===== config.mk =====
export PLATFORM = sky130hd
export DESIGN_NAME = radix_ctx_sel
export DESIGN_NICKNAME = d
export VERILOG_FILES = /design/src/rtl/radix_ctx_pkg.sv /design/src/rtl/radix_ea_screen.sv /design/src/rtl/radix_quadrant_map.sv /design/src/rtl/radix_real_addr.sv /design/src/rtl/radix_ctx_sel.sv
export SDC_FILE = /design/constraint.sdc
export NUM_CORES = 1
export LEC_CHECK = 0
export ABC_AREA = 1
export BUFFER_PORTS_ARGS = -buffer_cell sky130_fd_sc_hd__buf_2
export CAP_MARGIN = 30
export CORE_MARGIN = 2
export CORE_UTILIZATION = 42
export DETAILED_ROUTE_END_ITERATION = 6
export GPL_TIMING_DRIVEN = 0
export PLACE_DENSITY = 0.78
export SKIP_LAST_GASP = 1
export SLEW_MARGIN = 20
export SYNTH_ARGS = -nofsm -noshare
export SYNTH_HDL_FRONTEND = slang
export SYNTH_SLANG_ARGS = --single-unit

===== constraint.sdc =====
create_clock -name clk -period 1.3 [get_ports clk]
set_input_delay 0.26 -clock clk [delete_from_list [all_inputs] [get_ports clk]]
set_output_delay 0.26 -clock clk [all_outputs]
set_load 0.03 [all_outputs]

===== src/rtl/radix_ctx_pkg.sv =====
package radix_ctx_pkg;

    localparam int EA_W     = 64;
    localparam int LPID_W   = 12;
    localparam int PID_W    = 20;
    localparam int QUAD_W   = 2;
    localparam int SCREEN_W = 10;
    localparam int CLR_TOP  = 4;
    localparam int PERM_W   = 3;

    localparam int QUAD_LO   = EA_W - QUAD_W;
    localparam int SCREEN_HI = QUAD_LO - 1;
    localparam int SCREEN_LO = QUAD_LO - SCREEN_W;

    typedef enum logic [1:0] {
        ACC_LOAD  = 2'd0,
        ACC_STORE = 2'd1,
        ACC_FETCH = 2'd2,
        ACC_RSVD  = 2'd3
    } acc_e;

    typedef enum logic {
        FK_INSN = 1'b0,
        FK_DATA = 1'b1
    } fault_kind_e;

    typedef struct packed {
        logic              fault;
        fault_kind_e       kind;
        logic              real_mode;
        logic [LPID_W-1:0] lpid;
        logic [PID_W-1:0]  pid;
        logic [EA_W-1:0]   raddr;
        logic [PERM_W-1:0] perm;
        logic [EA_W-1:0]   fault_addr;
    } ctx_rsp_t;

    localparam logic [PERM_W-1:0] PERM_ALL = '1;

    function automatic fault_kind_e kind_of(input acc_e a);
        return (a == ACC_FETCH) ? FK_INSN : FK_DATA;
    endfunction

    function automatic ctx_rsp_t rsp_zero();
        ctx_rsp_t r;
        r = '0;
        return r;
    endfunction

endpackage


===== src/rtl/radix_ea_screen.sv =====
module radix_ea_screen
    import radix_ctx_pkg::*;
(
    input  logic [EA_W-1:0] ea,
    output logic            in_range
);
    logic [SCREEN_W-1:0] field;

    for (genvar i = 0; i < SCREEN_W; i++) begin : g_bit
        assign field[i] = ea[SCREEN_LO + i];
    end

    assign in_range = (field == '0);
endmodule


===== src/rtl/radix_quadrant_map.sv =====
module radix_quadrant_map
    import radix_ctx_pkg::*;
(
    input  logic [QUAD_W-1:0] quad,
    input  logic              hv,
    input  logic [LPID_W-1:0] lpid_reg,
    input  logic [PID_W-1:0]  pid_reg,
    output logic              legal,
    output logic [LPID_W-1:0] lpid,
    output logic [PID_W-1:0]  pid
);
    always_comb begin
        legal = 1'b1;
        lpid  = '0;
        pid   = '0;
        if (hv) begin
            unique case (quad)
                2'd0: pid = pid_reg;
                2'd1: begin lpid = lpid_reg; pid = pid_reg; end
                2'd2: lpid = lpid_reg;
                default: ;
            endcase
        end else begin
            unique case (quad)
                2'd0: begin lpid = lpid_reg; pid = pid_reg; end
                2'd3: lpid = lpid_reg;
                default: legal = 1'b0;
            endcase
        end
    end
endmodule


===== src/rtl/radix_real_addr.sv =====
module radix_real_addr
    import radix_ctx_pkg::*;
(
    input  logic [EA_W-1:0] ea,
    input  logic [EA_W-1:0] offset,
    output logic [EA_W-1:0] raddr
);
    localparam logic [EA_W-1:0] KEEP_MASK = {{CLR_TOP{1'b0}}, {(EA_W-CLR_TOP){1'b1}}};

    logic merge;
    assign merge = ~ea[EA_W-1];
    assign raddr = (ea & KEEP_MASK) | (merge ? offset : '0);
endmodule


===== src/rtl/radix_ctx_sel.sv =====
module radix_ctx_sel
    import radix_ctx_pkg::*;
(
    input  logic              clk,
    input  logic              rst,
    input  logic              req_valid,
    input  logic [EA_W-1:0]   req_ea,
    input  logic [1:0]        req_acc,
    input  logic              req_hv,
    input  logic              req_reloc,
    input  logic [LPID_W-1:0] cur_lpid,
    input  logic [PID_W-1:0]  cur_pid,
    input  logic [EA_W-1:0]   rm_offset,
    output logic              rsp_valid,
    output logic [LPID_W-1:0] rsp_lpid,
    output logic [PID_W-1:0]  rsp_pid,
    output logic              rsp_real,
    output logic [EA_W-1:0]   rsp_raddr,
    output logic [PERM_W-1:0] rsp_perm,
    output logic              rsp_fault,
    output logic              rsp_fault_data,
    output logic [EA_W-1:0]   rsp_fault_addr
);
    logic              in_range;
    logic              q_legal;
    logic [LPID_W-1:0] q_lpid;
    logic [PID_W-1:0]  q_pid;
    logic [EA_W-1:0]   rm_addr;
    logic              real_path;
    acc_e              acc;
    ctx_rsp_t          nxt, cur;

    assign acc = acc_e'(req_acc);

    radix_ea_screen u_screen (
        .ea       (req_ea),
        .in_range (in_range)
    );

    radix_quadrant_map u_qmap (
        .quad     (req_ea[EA_W-1:QUAD_LO]),
        .hv       (req_hv),
        .lpid_reg (cur_lpid),
        .pid_reg  (cur_pid),
        .legal    (q_legal),
        .lpid     (q_lpid),
        .pid      (q_pid)
    );

    radix_real_addr u_rm (
        .ea     (req_ea),
        .offset (rm_offset),
        .raddr  (rm_addr)
    );

    assign real_path = req_hv & ~req_reloc;

    always_comb begin
        nxt = rsp_zero();
        if (real_path) begin
            nxt.real_mode = 1'b1;
            nxt.raddr     = rm_addr;
            nxt.perm      = PERM_ALL;
        end else if (!in_range || !q_legal) begin
            nxt.fault = 1'b1;
            nxt.kind  = kind_of(acc);
            if (kind_of(acc) == FK_DATA) begin
                nxt.fault_addr = req_ea;
            end
        end else begin
            nxt.lpid = q_lpid;
            nxt.pid  = q_pid;
        end
    end

    always_ff @(posedge clk) begin
        if (rst) begin
            cur       <= rsp_zero();
            rsp_valid <= 1'b0;
        end else begin
            rsp_valid <= req_valid;
            if (req_valid) begin
                cur <= nxt;
            end
        end
    end

    assign rsp_lpid       = cur.lpid;
    assign rsp_pid        = cur.pid;
    assign rsp_real       = cur.real_mode;
    assign rsp_raddr      = cur.raddr;
    assign rsp_perm       = cur.perm;
    assign rsp_fault      = cur.fault;
    assign rsp_fault_data = cur.kind;
    assign rsp_fault_addr = cur.fault_addr;
endmodule


==> results of run 1 <==
==> registers in the layout, summed over array words and instances, names as in the netlist <==
signal	cells
rsp_fault_data	1
rsp_valid	1
rsp_fault	1
rsp_raddr	64
rsp_perm	1
rsp_lpid	12
rsp_pid	20
rsp_fault_addr	64
==> stage by stage <==
stage | power [W] | std cells
2_1_floorplan | 0.00633 | 935
3_3_place_gp | 0.00700 | 1483
3_5_place_dp | 0.00702 | 1483
4_1_cts | 0.0124 | 1515
5_1_grt | 0.0128 | 1519
6_report | 0.0124 | 1519
==> power groups by stage <==
stage | combinational [W] | sequential [W] | clock [W]
after global routing | 0.00181 | 0.00529 | 0.00574
after floorplan | 0.000622 | 0.00571 | 0
after global placement | 0.00162 | 0.00538 | 0
after CTS | 0.00165 | 0.00527 | 0.00550
final | 0.00167 | 0.00527 | 0.00547
after detailed placement | 0.00163 | 0.00538 | 0
==> cell usage in the layout, fill, tap and decap left out, drive strengths merged <==
master,n
nand2,290
clkinv,2
or2,1
nand3,56
clkinvlp,3
bufinv,4
o21ai,1
clkbuf,73
ha,2
inv,64
a21oi,98
and2,1
a22oi,4
dfxtp,164
o21a,1
nor2,74
a31oi,60
buf,364
nand4,41
==> worst max-delay path by stage <==
stage,slack [ps],end,startpoint,cells after the start
2_1_floorplan,-30,rsp_fault_addr[21],req_ea[63],10
3_3_place_gp,-480,rsp_fault_addr[23],req_acc[0],6
3_5_place_dp,-500,rsp_fault_addr[7],req_acc[1],7
4_1_cts,-40,rsp_perm[1],rsp_perm[1],2
5_1_grt,-20,rsp_perm[1],rsp_perm[1],2
6_report,7,rsp_perm[0],rsp_perm[1],2
==> cell families (layout without fill, tap and decap cells) <==
group	after synthesis	after routing	share of synthesized area
compound gates	164	164	0.134
buf+inv	142	510	0.0928
simple gates	463	463	0.287
flops	164	164	0.483
fa+ha+maj	2	2	0.00368
==> layer usage <==
metal,up-vias,wire (µm)
li1,3776,-
met5,-,0
met3,52,1870
met2,325,11400
met4,0,702
met1,3578,9780
==> what timing repair did <==
item,in CTS,in global routing
resized for setup,12,17
endpoints found under the setup margin,59,63
buffers inserted,0,3
pin swaps,0,2
gates cloned,0,1
==> layout make-up <==
class | count | area (µm²)
flip-flops and latches | 164 | 3290
fillers | 1460 | 6170
clock inverters | 11 | 174
repair buffers | 336 | 1750
plain buffers | 80 | 435
multi-input cells | 629 | 3030
clock buffers | 21 | 460
well taps | 216 | 270
inverters | 62 | 248
==> worst register-to-register path, cell delays in order (launching register included) <==
cell     delay (ps)
dfxtp_1         350
nand2_1          60
a31oi_1         200
==> run_results.csv, run 1 <==
group,metric,value,unit
run_status,outcome,"completed",
layout,layout-drive-gt1-share,0.342,
critical_path,crit_top_cell,"buf_6",
min_path,hold_path_class,"input pin to flop",
critical_path,critPathMaxFanout,5,
critical_path,critPathArrivalTime,1030,ps
placement,gp_congestion,0.879,
timing,finalHoldViolations,0,
grt,grt_pass1_wl,37600,µm
logic_synthesis,synth_top_area_share,0.483,
grt,track_usage,0.269,
clock_tree,cts_buffers,17,
layout,diodes,0,
placement,dpl.hpwl,17400,µm
power_and_ir_drop,leakage,4.48,nW
min_path,holdPathStages,3,
grt,grt_overflow,0,
job,drv_cap,0,
critical_path,worst_setup_path_start_kind,"flop",
critical_path,r2r_slack,620,ps
min_path,holdCritStartpoint,"rm_offset[60]",
logic_synthesis,ys_ff_latch,164,
clock_tree,root_buffer,"clkbuf_16",
timing,setup_viol,0,
timing,max_freq,773,MHz
logic_synthesis,synth_cells,935,
grt,met1_usage,0.327,
grt,grt_pass1_vias,7396,
critical_path,r2r-end,"rsp_raddr[55]",
power_and_ir_drop,vdd_drop_max,0.000852,V
logic_synthesis,synthArstFlopShare,0,
layout,stdcell_area,9660,µm²
clock_tree,cts_sinks,164,
timing,worst_slack,6.96,ps
logic_synthesis,syn_avg_cell_area,7.27,µm²
logic_synthesis,synth.most_common_cell,"nand2_1",
detailed_routing,drc,0,
clock_tree,cts.hold.buffers_added,0,
timing,worstMarginPinSlew,807,ps
critical_path,path_class,"flop to output port",
timing,fin_crit_sh,0.995,
min_path,min_to,"rsp_raddr[60]",
detailed_routing,first_pass_iters,5,
power_and_ir_drop,power.density,1290,nW/µm²
timing,clock_skew,0,ps
layout,areaGrowthSynthToFinish,42.1,%
logic_synthesis,yosys_warnings,0,
grt,use_met2,0.460,
logic_synthesis,yosys.area.top_type,"dfxtp_1",
timing,rsz0062_at_grt,"true",
power_and_ir_drop,power.share.clock,0.441,
clock_tree,insertion_delay,420,ps
logic_synthesis,synth_area_leaders,"dfxtp_1 48%, nand2_1 16%, a21oi_1 7.2%",
critical_path,crit_buf_inv,2,
placement,port_buffers,332,
power_and_ir_drop,p_int,0.00909,W
detailed_routing,ant_nets,0,
critical_path,reg2regPathDepth,2,
clock_tree,path_clk_slew,70,ps
detailed_routing,vias,7731,
timing,whs,81.3,ps
grt,grt_max_degree,17,
critical_path,cp.required,1040,ps
power_and_ir_drop,pwr-share-seq,0.425,
grt,busiest_layer,"met2",
grt,antenna_found_initial,0,
logic_synthesis,yosysSeqAreaShare,0.483,
logic_synthesis,ys.flop_type,"dfxtp_1",
clock_tree,tritoncts,"built",
placement,pre_cts_slack,-499,ps
detailed_routing,wl,23800,µm
critical_path,path_cells,"buf_6 > buf_6",
clock_tree,clockBufferDepth,2,
clock_tree,cts_max_level,4,
critical_path,critPathMaxStageDelay,370,ps
die,ios,334,
logic_synthesis,ys_top_cells_by_count,"289 x nand2_1, 164 x dfxtp_1, 98 x a21oi_1",
critical_path,r2r-start,"rsp_raddr[55]",
timing,maxSlewViolCount,0,
logic_synthesis,synth_edf_count,0,
logic_synthesis,ys_types,23,
critical_path,cp-end-kind,"output port",
die,fp-row-count,46,
die,core,15800,µm²
die,die_w,131,µm
power_and_ir_drop,switching_share,0.268,
logic_synthesis,synth_fp_nets,1104,
power_and_ir_drop,p_sw,0.00332,W
detailed_routing,drtIter0Drc,405,
power_and_ir_drop,comb_power_share,0.135,
layout,utilization,0.610,
timing,relSlewSlack,0.462,
die,die-area,17200,µm²
die,start_util,0.429,
logic_synthesis,synth_area,6800,µm²
timing,tns,0,ps
die,die_y,131,µm
placement,place_area,8880,µm²
critical_path,cpLargestDelayFamily,"flip-flops",
layout,nNetsFinal,1459,
critical_path,cpMaxStageDelayCell,"dfxtp_4",
grt,met3_usage,0.0613,
timing,layout_min_cycle_time,1290,ps
detailed_routing,wl_per_cell,15.7,µm
detailed_routing,viasPerCell,5.09,
Note: power is estimated with default switching activity, not from simulation.
==> run 2, diff against run 1 <==
--- a/config.mk
+++ b/config.mk
@@ -9,10 +9,10 @@
 export BUFFER_PORTS_ARGS = -buffer_cell sky130_fd_sc_hd__buf_2
 export CAP_MARGIN = 30
 export CORE_MARGIN = 2
-export CORE_UTILIZATION = 42
+export CORE_UTILIZATION = 28
 export DETAILED_ROUTE_END_ITERATION = 6
 export GPL_TIMING_DRIVEN = 0
-export PLACE_DENSITY = 0.78
+export PLACE_DENSITY = 0.56
 export SKIP_LAST_GASP = 1
 export SLEW_MARGIN = 20
 export SYNTH_ARGS = -nofsm -noshare
==> run 2 against run 1 <==
Net effect:
- clock skew unchanged
- flip-flop and latch count stayed put
- global-route usage is 7.0 points lower
- clock-buffer cell count is 3 lower
- largest power group unchanged
- critical path type unchanged
- fmax rose by 0.31%
- critical path depth unchanged
- core utilization fell by 20 points
- register-to-register slack worse by 20 ps
- cell area is 2.3% higher
- clock power is 13% higher
- first-iteration DRC count rose by 5.7%
- non-clock buffer count down 1
==> run_results.csv, run 2 (synthesized netlist as in run 1, its figures left out) <==
group,metric,value,unit
clock_tree,cts_buffers,17,
clock_tree,root_buffer,"clkbuf_16",
critical_path,cp-endpoint,"rsp_perm[1]",
timing,finalHoldViolations,0,
run_status,outcome,"completed",
detailed_routing,first_pass_iters,5,
placement,gp_congestion,0.850,
die,start_util,0.282,
power_and_ir_drop,vdd_drop_max,0.000679,V
clock_tree,clockBufferDepth,2,
layout,nNetsFinal,1458,
detailed_routing,wl_per_cell,16.0,µm
timing,max_freq,776,MHz
critical_path,critPathMaxFanout,5,
placement,dpl.hpwl,19200,µm
power_and_ir_drop,power.density,1330,nW/µm²
timing,clock_skew,0,ps
grt,antenna_found_initial,2,
die,ios,334,
critical_path,worst_setup_path_start_kind,"flop",
detailed_routing,maxUsedRoutingLayer,"met4",
die,die_y,160,µm
critical_path,r2r_slack,600,ps
detailed_routing,wl,26000,µm
power_and_ir_drop,leakage,4.51,nW
critical_path,startpoint,"rsp_perm[1]",
grt,grt_overflow,0,
detailed_routing,dr_wl_met2,12100,µm
clock_tree,tritoncts,"built",
timing,layout_min_cycle_time,1290,ps
critical_path,r2r-start,"rsp_raddr[63]",
critical_path,r2r-end,"rsp_raddr[63]",
detailed_routing,vias,7551,
min_path,hold_path_class,"input pin to flop",
timing,rsz0062_at_grt,"true",
timing,maxSlewViolCount,0,
job,drv_cap,0,
grt,grt_pass1_wl,40300,µm
critical_path,cp.required,1040,ps
clock_tree,cts_max_level,4,
clock_tree,cts_sinks,164,
layout,utilization,0.410,
timing,worstMarginPinSlew,694,ps
clock_tree,path_clk_slew,70,ps
power_and_ir_drop,total_power,0.0132,W
critical_path,cp-end-kind,"output port",
detailed_routing,ant_nets,0,
timing,relSlewSlack,0.537,
clock_tree,cts.hold.buffers_added,0,
grt,grt_pass1_vias,7176,
detailed_routing,drc,0,
detailed_routing,drtIter0Drc,428,
layout,final_cell_mix,"335 x buf_2, 286 x nand2_1, 163 x dfxtp_1",
detailed_routing,met3_length,1730,µm
detailed_routing,drt-met1-wl,11600,µm
clock_tree,insertion_delay,420,ps
grt,track_usage,0.199,
layout,areaGrowthSynthToFinish,45.3,%
critical_path,reg2regPathDepth,2,
layout,layout-drive-gt1-share,0.342,
die,fp-row-count,57,
timing,setup_viol,0,
grt,grt_max_degree,17,
critical_path,path_class,"flop to output port",
layout,final_common_cell,"buf_2",
die,die_w,160,µm
timing,fin_crit_sh,0.992,
critical_path,critPathArrivalTime,1030,ps
die,die-area,25500,µm²
die,core,24100,µm²
detailed_routing,viasPerCell,4.65,
placement,port_buffers,332,
run 2: cell types whose count changed in the layout (fill, tap and decap cells not counted), moves of 2 or more:
cell and delta:
clkbuf_2 +2, clkbuf_1 -6, clkinvlp_4 -3, buf_4 +4, clkbuf_8 -2, buf_2 -7
bufinv_16 +4, buf_1 +3
run 2: per-layer routing:
| metal | track usage | vias to the layer above |
|---|---|---|
| met5 | 0 | - |
| met4 | 0.0643 | 0 |
| met3 | 0.0569 | 32 |
| met2 | 0.323 | 262 |
| li1 | - | 3779 |
| met1 | 0.255 | 3478 |
run 2: area by class of cell:
cell class	instances	area (µm²)
Sequential cell	164	3290
Fill cell	2624	14200
Multi-Input combinational cell	629	3020
Tap cell	324	405
Clock buffer	18	429
Inverter	62	248
Timing Repair Buffer	335	1750
Antenna cell	1	2.50
Clock inverter	12	275
Buffer	80	455
run 2: where the power goes:
part / internal [W] / total [W] / switching (W)
registers: 0.00519 / 0.00527 / 0.0000820
clock network: 0.00400 / 0.00620 / 0.00220
logic: 0.000568 / 0.00169 / 0.00112
total: 0.00976 / 0.0132 / 0.00340
run 2: critical path: stages (launching register included):
cell and delay (ps):
dfxtp_4 370, buf_6 120, buf_6 130
run 2: what timing repair did:
| item | 4_1_cts | 5_1_grt |
|---|---|---|
| setup endpoints to repair | 70 | 77 |
| pin swaps | 1 | 5 |
| gates resized for setup | 15 | 34 |
| setup buffers | 1 | 2 |
run 2: per-stage QoR:
step	instances	hold slack, ps	setup WS (ps)	TNS, ps	cell area, µm²
after global routing	1625	75.8	-36.3	-263	9880
after floorplan	935	408	-29.0	-650	6940
after CTS	1622	59.1	-8.44	-22.3	9780
after global placement	1591	447	-568	-66640	9010
after detailed placement	1591	451	-646	-74710	9010
final	1625	73.4	11.0	0	9880
run 2: how the worst min path moves through the flow:
stage	startpoint	endpoint	slack [ps]	depth (start not counted)
2_1_floorplan	rm_offset[60]	rsp_raddr[60]	410	2
3_3_place_gp	rsp_fault_addr[21]	rsp_fault_addr[21]	450	2
3_5_place_dp	rsp_fault_addr[21]	rsp_fault_addr[21]	450	2
4_1_cts	rm_offset[60]	rsp_raddr[60]	60	3
5_1_grt	rm_offset[20]	rsp_raddr[20]	80	3
6_report	rm_offset[60]	rsp_raddr[60]	70	3
